**src/rtl/qtmr_pkg.sv**
```systemverilog
package qtmr_pkg;

   localparam int CTL_SCALE_LSB = 0;
   localparam int CTL_CASC_BIT  = 2;
   localparam int CTL_IE_BIT    = 6;
   localparam int CTL_EN_BIT    = 7;
   localparam int CTL_BYTE_W    = 8;

   typedef enum logic [1:0] {
      SCALE_P1    = 2'b00,
      SCALE_P64   = 2'b01,
      SCALE_P256  = 2'b10,
      SCALE_P1024 = 2'b11
   } scale_e;

   typedef struct packed {
      logic   en;
      logic   ie;
      logic   casc;
      scale_e scale;
   } ctl_t;

   function automatic logic [CTL_BYTE_W-1:0] ctl_to_byte(input ctl_t c);
      logic [CTL_BYTE_W-1:0] b;
      b = '0;
      b[CTL_SCALE_LSB +: 2] = c.scale;
      b[CTL_CASC_BIT]       = c.casc;
      b[CTL_IE_BIT]         = c.ie;
      b[CTL_EN_BIT]         = c.en;
      return b;
   endfunction

endpackage

```
**src/rtl/qtmr_prescale.sv**
```systemverilog
module qtmr_prescale
   import qtmr_pkg::*;
#(
   parameter int SH1 = 6,
   parameter int SH2 = 8,
   parameter int SH3 = 10
) (
   input  logic   clk,
   input  logic   rst_n,
   input  logic   clr,
   input  logic   run,
   input  scale_e scale,
   output logic   tick
);

   localparam int PW = SH3;
   localparam logic [PW-1:0] MASK1 = PW'((1 << SH1) - 1);
   localparam logic [PW-1:0] MASK2 = PW'((1 << SH2) - 1);
   localparam logic [PW-1:0] MASK3 = PW'((1 << SH3) - 1);

   if (!(SH1 >= 1 && SH2 >= SH1 && SH3 >= SH2 && SH3 <= 16)) begin : g_bad_shift
      $error("qtmr_prescale: shifts must satisfy 1 <= SH1 <= SH2 <= SH3 <= 16");
   end

   logic [PW-1:0] pre_q;
   logic [PW-1:0] mask;

   always_comb begin
      unique case (scale)
         SCALE_P1:    mask = '0;
         SCALE_P64:   mask = MASK1;
         SCALE_P256:  mask = MASK2;
         default:     mask = MASK3;
      endcase
   end

   assign tick = run && ((pre_q & mask) == mask);

   always_ff @(posedge clk) begin
      if (!rst_n)    pre_q <= '0;
      else if (clr)  pre_q <= '0;
      else if (run)  pre_q <= pre_q + 1'b1;
   end

endmodule

```
**src/rtl/qtmr_channel.sv**
```systemverilog
module qtmr_channel
   import qtmr_pkg::*;
#(
   parameter int CNT_W   = 16,
   parameter int SH1     = 6,
   parameter int SH2     = 8,
   parameter int SH3     = 10,
   parameter bit CASC_OK = 1'b1
) (
   input  logic             clk,
   input  logic             rst_n,
   input  logic             wr_data,
   input  logic             wr_ctl,
   input  logic [CNT_W-1:0] wdata,
   input  logic             lower_ovf,
   output logic [CNT_W-1:0] cnt,
   output logic [CNT_W-1:0] reload,
   output ctl_t             ctl,
   output logic             start,
   output logic             ovf,
   output logic             irq
);

   if (CNT_W < CTL_BYTE_W) begin : g_bad_width
      $error("qtmr_channel: CNT_W must hold the control byte");
   end

   ctl_t             ctl_q;
   logic [CNT_W-1:0] cnt_q;
   logic [CNT_W-1:0] rld_q;
   logic [CNT_W-1:0] rld_nxt;
   logic             irq_q;
   logic             use_casc;
   logic             pre_tick;
   logic             tick;

   if (CASC_OK) begin : g_casc
      assign use_casc = ctl_q.casc;
   end else begin : g_nocasc
      assign use_casc = 1'b0;
   end

   assign start = wr_ctl && wdata[CTL_EN_BIT] && !ctl_q.en;

   qtmr_prescale #(.SH1(SH1), .SH2(SH2), .SH3(SH3)) i_pre (
      .clk   (clk),
      .rst_n (rst_n),
      .clr   (start),
      .run   (ctl_q.en),
      .scale (ctl_q.scale),
      .tick  (pre_tick)
   );

   assign tick    = use_casc ? lower_ovf : pre_tick;
   assign ovf     = ctl_q.en && tick && (cnt_q == '1);
   assign rld_nxt = wr_data ? wdata : rld_q;

   always_ff @(posedge clk) begin
      if (!rst_n) begin
         ctl_q <= '0;
         cnt_q <= '0;
         rld_q <= '0;
         irq_q <= 1'b0;
      end else begin
         rld_q <= rld_nxt;
         irq_q <= ovf && ctl_q.ie;
         if (wr_ctl) begin
            ctl_q.en    <= wdata[CTL_EN_BIT];
            ctl_q.ie    <= wdata[CTL_IE_BIT];
            ctl_q.casc  <= wdata[CTL_CASC_BIT];
            ctl_q.scale <= scale_e'(wdata[CTL_SCALE_LSB +: 2]);
         end
         if (start || ovf)           cnt_q <= rld_nxt;
         else if (ctl_q.en && tick)  cnt_q <= cnt_q + 1'b1;
      end
   end

   assign cnt    = cnt_q;
   assign reload = rld_q;
   assign ctl    = ctl_q;
   assign irq    = irq_q;

endmodule

```
**src/rtl/qtmr_quad.sv**
```systemverilog
module qtmr_quad
   import qtmr_pkg::*;
#(
   parameter int NUM_TIMERS = 4,
   parameter int CNT_W      = 16,
   parameter int SH1        = 6,
   parameter int SH2        = 8,
   parameter int SH3        = 10,
   localparam int IW        = $clog2(NUM_TIMERS),
   localparam int AW        = IW + 1
) (
   input  logic                  clk,
   input  logic                  rst_n,
   input  logic                  wr_en,
   input  logic [AW-1:0]         addr,
   input  logic [CNT_W-1:0]      wdata,
   output logic [CNT_W-1:0]      rdata,
   output logic [NUM_TIMERS-1:0] irq
);

   if (NUM_TIMERS < 2) begin : g_bad_num
      $error("qtmr_quad: NUM_TIMERS must be at least 2");
   end

   logic [IW-1:0]         sel_idx;
   logic                  sel_ctl;
   logic [CNT_W-1:0]      cnt_w [NUM_TIMERS];
   logic [CNT_W-1:0]      rld_w [NUM_TIMERS];
   ctl_t                  ctl_w [NUM_TIMERS];
   logic [NUM_TIMERS-1:0] ovf_w;
   logic [NUM_TIMERS-1:0] start_w;
   logic [NUM_TIMERS-1:0] wr_data_w;
   logic [NUM_TIMERS-1:0] wr_ctl_w;
   logic [NUM_TIMERS-1:0] en_w;
   logic [NUM_TIMERS-1:0] casc_w;
   logic [NUM_TIMERS-1:0] ie_w;

   assign sel_idx = addr[AW-1:1];
   assign sel_ctl = addr[0];

   for (genvar g = 0; g < NUM_TIMERS; g++) begin : g_tmr
      logic lower;
      if (g == 0) begin : g_first
         assign lower = 1'b0;
      end else begin : g_chain
         assign lower = ovf_w[g-1];
      end

      assign wr_data_w[g] = wr_en && !sel_ctl && (sel_idx == IW'(g));
      assign wr_ctl_w[g]  = wr_en &&  sel_ctl && (sel_idx == IW'(g));

      qtmr_channel #(
         .CNT_W(CNT_W), .SH1(SH1), .SH2(SH2), .SH3(SH3), .CASC_OK(g != 0)
      ) i_ch (
         .clk       (clk),
         .rst_n     (rst_n),
         .wr_data   (wr_data_w[g]),
         .wr_ctl    (wr_ctl_w[g]),
         .wdata     (wdata),
         .lower_ovf (lower),
         .cnt       (cnt_w[g]),
         .reload    (rld_w[g]),
         .ctl       (ctl_w[g]),
         .start     (start_w[g]),
         .ovf       (ovf_w[g]),
         .irq       (irq[g])
      );

      assign en_w[g]   = ctl_w[g].en;
      assign casc_w[g] = ctl_w[g].casc;
      assign ie_w[g]   = ctl_w[g].ie;
   end

   always_comb begin
      rdata = '0;
      for (int i = 0; i < NUM_TIMERS; i++) begin
         if (sel_idx == IW'(i)) begin
            rdata = sel_ctl ? CNT_W'(ctl_to_byte(ctl_w[i])) : cnt_w[i];
         end
      end
   end

endmodule

```
**config.mk**
```make
export PLATFORM = sky130hd
export DESIGN_NAME = qtmr_quad
export DESIGN_NICKNAME = d
export VERILOG_FILES = /design/src/rtl/qtmr_pkg.sv /design/src/rtl/qtmr_prescale.sv /design/src/rtl/qtmr_channel.sv /design/src/rtl/qtmr_quad.sv
export SDC_FILE = /design/constraint.sdc
export NUM_CORES = 1
export LEC_CHECK = 0
export ABC_AREA = 1
export BUFFER_PORTS_ARGS = -buffer_cell sky130_fd_sc_hd__buf_2
export CORE_UTILIZATION = 60
export DETAILED_ROUTE_END_ITERATION = 10
export HOLD_SLACK_MARGIN = 0.03
export PLACE_DENSITY = 0.81
export SYNTH_ARGS = -nofsm -noshare
export SYNTH_HDL_FRONTEND = slang
export SYNTH_SLANG_ARGS = --single-unit
```
**constraint.sdc**
```tcl
create_clock -name clk -period 3.15 [get_ports clk]
set_clock_uncertainty 0.2 [all_clocks]
set_input_delay 0.63 -clock clk [delete_from_list [all_inputs] [get_ports clk]]
set_output_delay 0.63 -clock clk [all_outputs]
set_load 0.1 [all_outputs]
```
After elaboration in Yosys (flattened, before gate mapping)
Index checks and enable logic that the tools add are counted.
{ "totals": {"register_bits": 192, "elab_cells": 147, "inputBits": 22} }
{ "op_classes": {"bitwise": 5, "add_sub_neg": 8, "reduce_logical": 56, "muxes": 27, "n_eq_ne": 19} }
{ "ops": {"columns": ["op", "count"], "rows": [
  ["two-way mux 16 bit", 20],
  ["one-hot mux 10 bit (3 select lines)", 4],
  ["adder 16 x 1 -> 16 bit, second input constant", 4],
  ["equality test 16 bit, second input constant", 4],
  ["adder 10 x 1 -> 10 bit, second input constant", 4],
  ["bitwise AND 10 bit", 4],
  ["equality test 10 bit", 4],
  ["logical AND 1 bit", 34],
  ["equality test 2 bit, second input constant", 6],
  ["equality test 2 x 1 -> 1 bit, second input constant", 5],
  ["logical NOT 2 bit", 5],
  ["nonzero test 2 bit", 4],
  ["OR reduction 2 bit", 4],
  ["logical NOT 1 bit", 5],
  ["logical OR 1 bit", 4],
  ["two-way mux 1 bit", 3],
  ["inverter 1 bit", 1]
]} }

Logic depth before layout (Yosys ltp)
{ "depth": {"word_depth": 18, "mapped_depth": 18, "ltp_nobuf": 17} }

Hierarchy
Synthesis repeated with hierarchy kept, for this count alone.
{ "hier_totals": {"cells_unflattened": 1616, "area_unflattened_um2": 11056.9} }
{ "by_module_without_submodules": {"columns": ["mod", "area_each_um2", "instances", "seq_area_each_um2", "cells_each"], "rows": [
  ["qtmr_channel (g_tmr[1].i_ch ...)", 2019.4, 3, 760.7, 278],
  ["qtmr_prescale", 546.8, 4, 200.2, 80],
  ["qtmr_channel (g_tmr[0].i_ch)", 1949.4, 1, 760.7, 277],
  ["qtmr_quad", 862.1, 1, 0.0, 185]
]} }

Worst setup path after synthesis
No wires, ideal clock.
{ "synth_timing": {"kind": "input -> output", "from": "input port addr[1]", "to": "output port rdata[4]", "path_buffers": 2, "setup_slack_ps": -1408, "arrival_ps": 3728, "t_required_ps": 2320, "path_stages": 5, "path_cell_list": "buf_2 -> nor2_2 -> clkbuf_1 -> a221oi_1 -> a221oi_1"} }
{ "synth_via": {"elab_chain_len": 5} }
{ "synth_rtl": {"columns": ["item", "line", "source"], "rows": [
  ["start: declaration", "qtmr_quad.sv:15", "input logic [AW-1:0] addr,"],
  ["logical NOT 2 bit", "qtmr_quad.sv:77", "if (sel_idx == IW'(i)) begin"],
  ["two-way mux 16 bit (3 in a row)", "qtmr_quad.sv:77", null],
  ["two-way mux 16 bit *", "qtmr_quad.sv:77", null],
  ["end: declaration", "qtmr_quad.sv:17", "output logic [CNT_W-1:0] rdata,"]
]} }
Every way passes the cells marked *; elsewhere a longest branch is shown, timed or not.

Worst setup path after layout
{ "layout_timing": {"from": "input port addr[0]", "to": "output port rdata[0]"} }
{ "layout_via": {"elab_chain_len": 5} }
{ "layout_rtl": {"columns": ["item", "line", "source"], "rows": [
  ["two-way mux 16 bit", "qtmr_quad.sv:78", "rdata = sel_ctl ? CNT_W'(ctl_to_byte(ctl_w[i])) : cnt_w[i];"],
  ["two-way mux 16 bit (3 in a row)", "qtmr_quad.sv:77", null],
  ["two-way mux 16 bit *", "qtmr_quad.sv:77", null]
]} }
Marked as above.

==> metrics.md <==
| Metric | Value |
|---|---|
| Depth of the most critical reg-to-reg path | 15 |
| CTS root buf | clkbuf_16 |
| Footprint of the multi-input gates | 5090 um^2 |
| Total power | 5.02 mW |
| Finished Cell Area | 10900 um^2 |
| Fin crit period | 3030 ps |
| FF-to-FF setup slack | 160 ps |
| GR Util met2 | 0.526 |
| Vias in the first global route | 8383 |
| Fill count | 1261 |
| FF-to-FF End | g_tmr[3].i_ch.cnt[5] |
| Comb pwr share | 0.104 |
| Wire length per cell | 16.6 um |
| Synthesized Nets | 1375 |
| Area delta synth->final | 14.4% |
| Std-Cell Rows | 45 |
| Clk buf depth | 2 |
| Startpoint types | input pin |
| I/O pin total | 42 |
| Netlist Area Pre-Place | 9560 um^2 |
| WHS Endpoint | g_tmr[1].i_ch.i_pre.pre_q[9] |
| Max H-tree Level | 4 |
| Sequential area share after synthesis | 0.402 |
| Post-synth EDFFs | 0 |
| Final period util | 0.963 |
| Vias per cell | 5.74 |
| Total GRT Usage | 0.335 |
| Final Hold Viols | 0 |
| Via count | 9208 |
| Max-slew violations | 0 |
| DRT Pass-1 Iters | 8 |
| Port Buf Inserts | 41 |
| Gr busiest metal | met2 |
| Detail Route Antenna Nets | 0 |
| Worst hold-check path type | reg -> reg |
| Arr. time, crit path | 2200 ps |
| Status | complete, no violations |
| Critical path required time | 2320 ps |
| Final nets | 1409 |
| Routing usage on met3 | 0.0651 |
| Seq pwr share | 0.500 |
| Sw Ratio | 0.271 |
| Placed Area | 10400 um^2 |
| Non-filler cells, final | 1604 |
| Worst vdd ir | 0.409 mV |
| Main synth FF type | dfxtp_1 |
| Unrepaired setup endpoints after global routing | false |
| Number of DRC markers after the initial detailed-route iteration | 997 |
| R2r startpoint | g_tmr[2].i_ch.cnt[0] |
| Share of cells above drive strength 1 | 0.116 |
| Worst Setup End Kind | primary output |
| PwrDens | 459 nW/um^2 |
| Global-route met1 utilization | 0.448 |
| # Max-Cap Violations | 0 |
| Sw power | 1.36 mW |
| FF+latch count, synth | 192 |
| Beginning of the critical path | addr[0] |
| Yosys warns | 0 |
| Placed cell count | 1571 |
| WHS | 259 ps |
| Clock sink count | 192 |
| Cells after synthesis | 1345 |
| Post-CTS Setup Inserts | 0 |
| Chip height | 128 um |
| Largest net degree at the start of global routing | 53 |
| Worst-Margin Slew | 650 ps |
| HP Start | g_tmr[1].i_ch.i_pre.pre_q[9] |
| First-pass GRT wire length | 42700 um |
| Seq. cell area | 3840 um^2 |
| WL final | 26700 um |
| Clock share of power | 0.396 |
| CTS buffer count | 17 |
| Grt ovf | 0 |
| Worst-path clk slew | 70 ps |
| CP Max Fanout | 19 |
| Post-synth ARST share | 0 |
| Static Leak | 4.45 nW |
| Core Area | 15400 um^2 |
| Gp weighted congestion | 0.975 |
| Avg Inst Size Synth | 7.11 um^2 |
| Setup violators final | 0 |
| CTS Hold Buffers Added | 0 |
| Slew HR | 0.567 |
| Fmax | 330 MHz |
| Int Pwr | 3.66 mW |
| Kind of critical path | in -> out |
| DPL Wire Length | 19200 um |
| # DRC | 0 |
| CTS tree | done |
| Initial antenna violation count | 1 |
| Yosys cell types | 49 |
| Die X | 128 um |
| Clk_lat worst skew | 430 ps |
| WHS Path Cells | 1 |
| DIE AREA | 16400 um^2 |
| Effective utilization at floorplan | 0.622 |
| Final core occ | 0.711 |
## critical path, cell delays in order
cell and delay [ps]:
buf_2 130, clkinv_1 410, o21ai_0 580, o2111ai_4 220, buf_12 220
## cell usage in the layout, fill, tap and decap left out, drive strengths merged, types with 3 or more instances in the layout
cell type	synthesis	final
a211oi	12	12
a21oi	131	131
a221oi	9	9
a22o	6	6
a31oi	5	5
buf	22	71
clkbuf	34	20
clkinv	3	9
clkinvlp	0	3
dfxtp	192	192
ha	8	8
inv	145	148
mux2i	12	12
nand2	208	208
nand3	67	67
nand4	5	5
nor2	227	227
nor3	25	25
nor3b	3	3
o2111ai	5	5
o211ai	16	16
o21ai	116	116
o21bai	11	11
o221ai	3	3
or2	11	11
xnor2	19	19
xor2	36	36
## final cells by class
class | instances | share of cell area
multi-input cells | 949 | 0.465
flip-flops and latches | 192 | 0.351
repair buffers | 71 | 0.0593
inverters | 148 | 0.0508
clock buffers | 20 | 0.0408
well taps | 211 | 0.0241
clock inverters | 12 | 0.00789
diodes | 1 | 0.000229
## synthesized netlist by cell type (9+ instances only)
cell | n | area [um^2]
nor2_1 | 217 | 815
nand2_1 | 203 | 762
dfxtp_1 | 192 | 3840
inv_1 | 136 | 510
a21oi_1 | 131 | 656
o21ai_0 | 109 | 546
nand3_1 | 63 | 315
xor2_1 | 36 | 315
clkbuf_1 | 34 | 128
nor3_1 | 21 | 105
xnor2_1 | 19 | 166
o211ai_1 | 16 | 120
a211oi_1 | 12 | 90.1
mux2i_1 | 12 | 120
o21bai_1 | 11 | 82.6
buf_2 | 10 | 50.1
nor2_2 | 10 | 62.6
or2_2 | 10 | 62.6
a221oi_1 | 9 | 78.8
inv_2 | 9 | 33.8
## logic make-up after synthesis
family / count (synthesis) / share of synthesized area
xor+xnor: 55 / 0.0504
mux: 12 / 0.0126
fa+ha+maj: 8 / 0.0105
flops: 192 / 0.402
simple gates: 552 / 0.245
compound gates: 322 / 0.191
buf+inv: 204 / 0.0884
## timing repair
item                       in CTS  in global routing
gates resized for setup         1                  2
pin swaps                       0                  0
setup endpoints to repair       1                  6
## sequential cells by signal (all words and copies together), names as in the netlist
name / flops
g_tmr.i_ch.i_pre.pre_q: 40
g_tmr.i_ch.use_casc: 3
g_tmr.i_ch.cnt: 64
g_tmr.i_ch.ctl: 17
g_tmr.i_ch.reload: 64
g_tmr.i_ch.irq: 4
## per-layer routing
| layer | share of wire | vias up |
|---|---|---|
| li1 | - | 4506 |
| met1 | 0.44 | 4246 |
| met2 | 0.45 | 396 |
| met3 | 0.081 | 60 |
| met4 | 0.032 | 0 |
| met5 | 0 | - |
## power groups by stage
stage               combinational, mW  clock, mW  sequential (mW)
floorplan                       0.351          0             2.55
global placement                0.503          0             2.56
detailed placement              0.510          0             2.56
CTS                             0.514       2.00             2.51
global route                    0.557       2.11             2.51
finish                          0.523       1.99             2.51
## worst max path at each step
stage               slack (ps)       end
finish                     120  rdata[0]
global route                20  rdata[0]
CTS                        140  rdata[0]
detailed placement         -20  rdata[6]
global placement            20  rdata[7]
floorplan                 -350  rdata[8]
## per-stage QoR
| step | setup slack [ps] | TNS (ps) |
|---|---|---|
| after global placement | 22.4 | 0 |
| after global routing | 21.9 | 0 |
| final | 116 | 0 |
| after CTS | 141 | 0 |
| after floorplan | -353 | -1420 |
| after detailed placement | -16.5 | -16.5 |
Power figures use the tool's default switching activity.
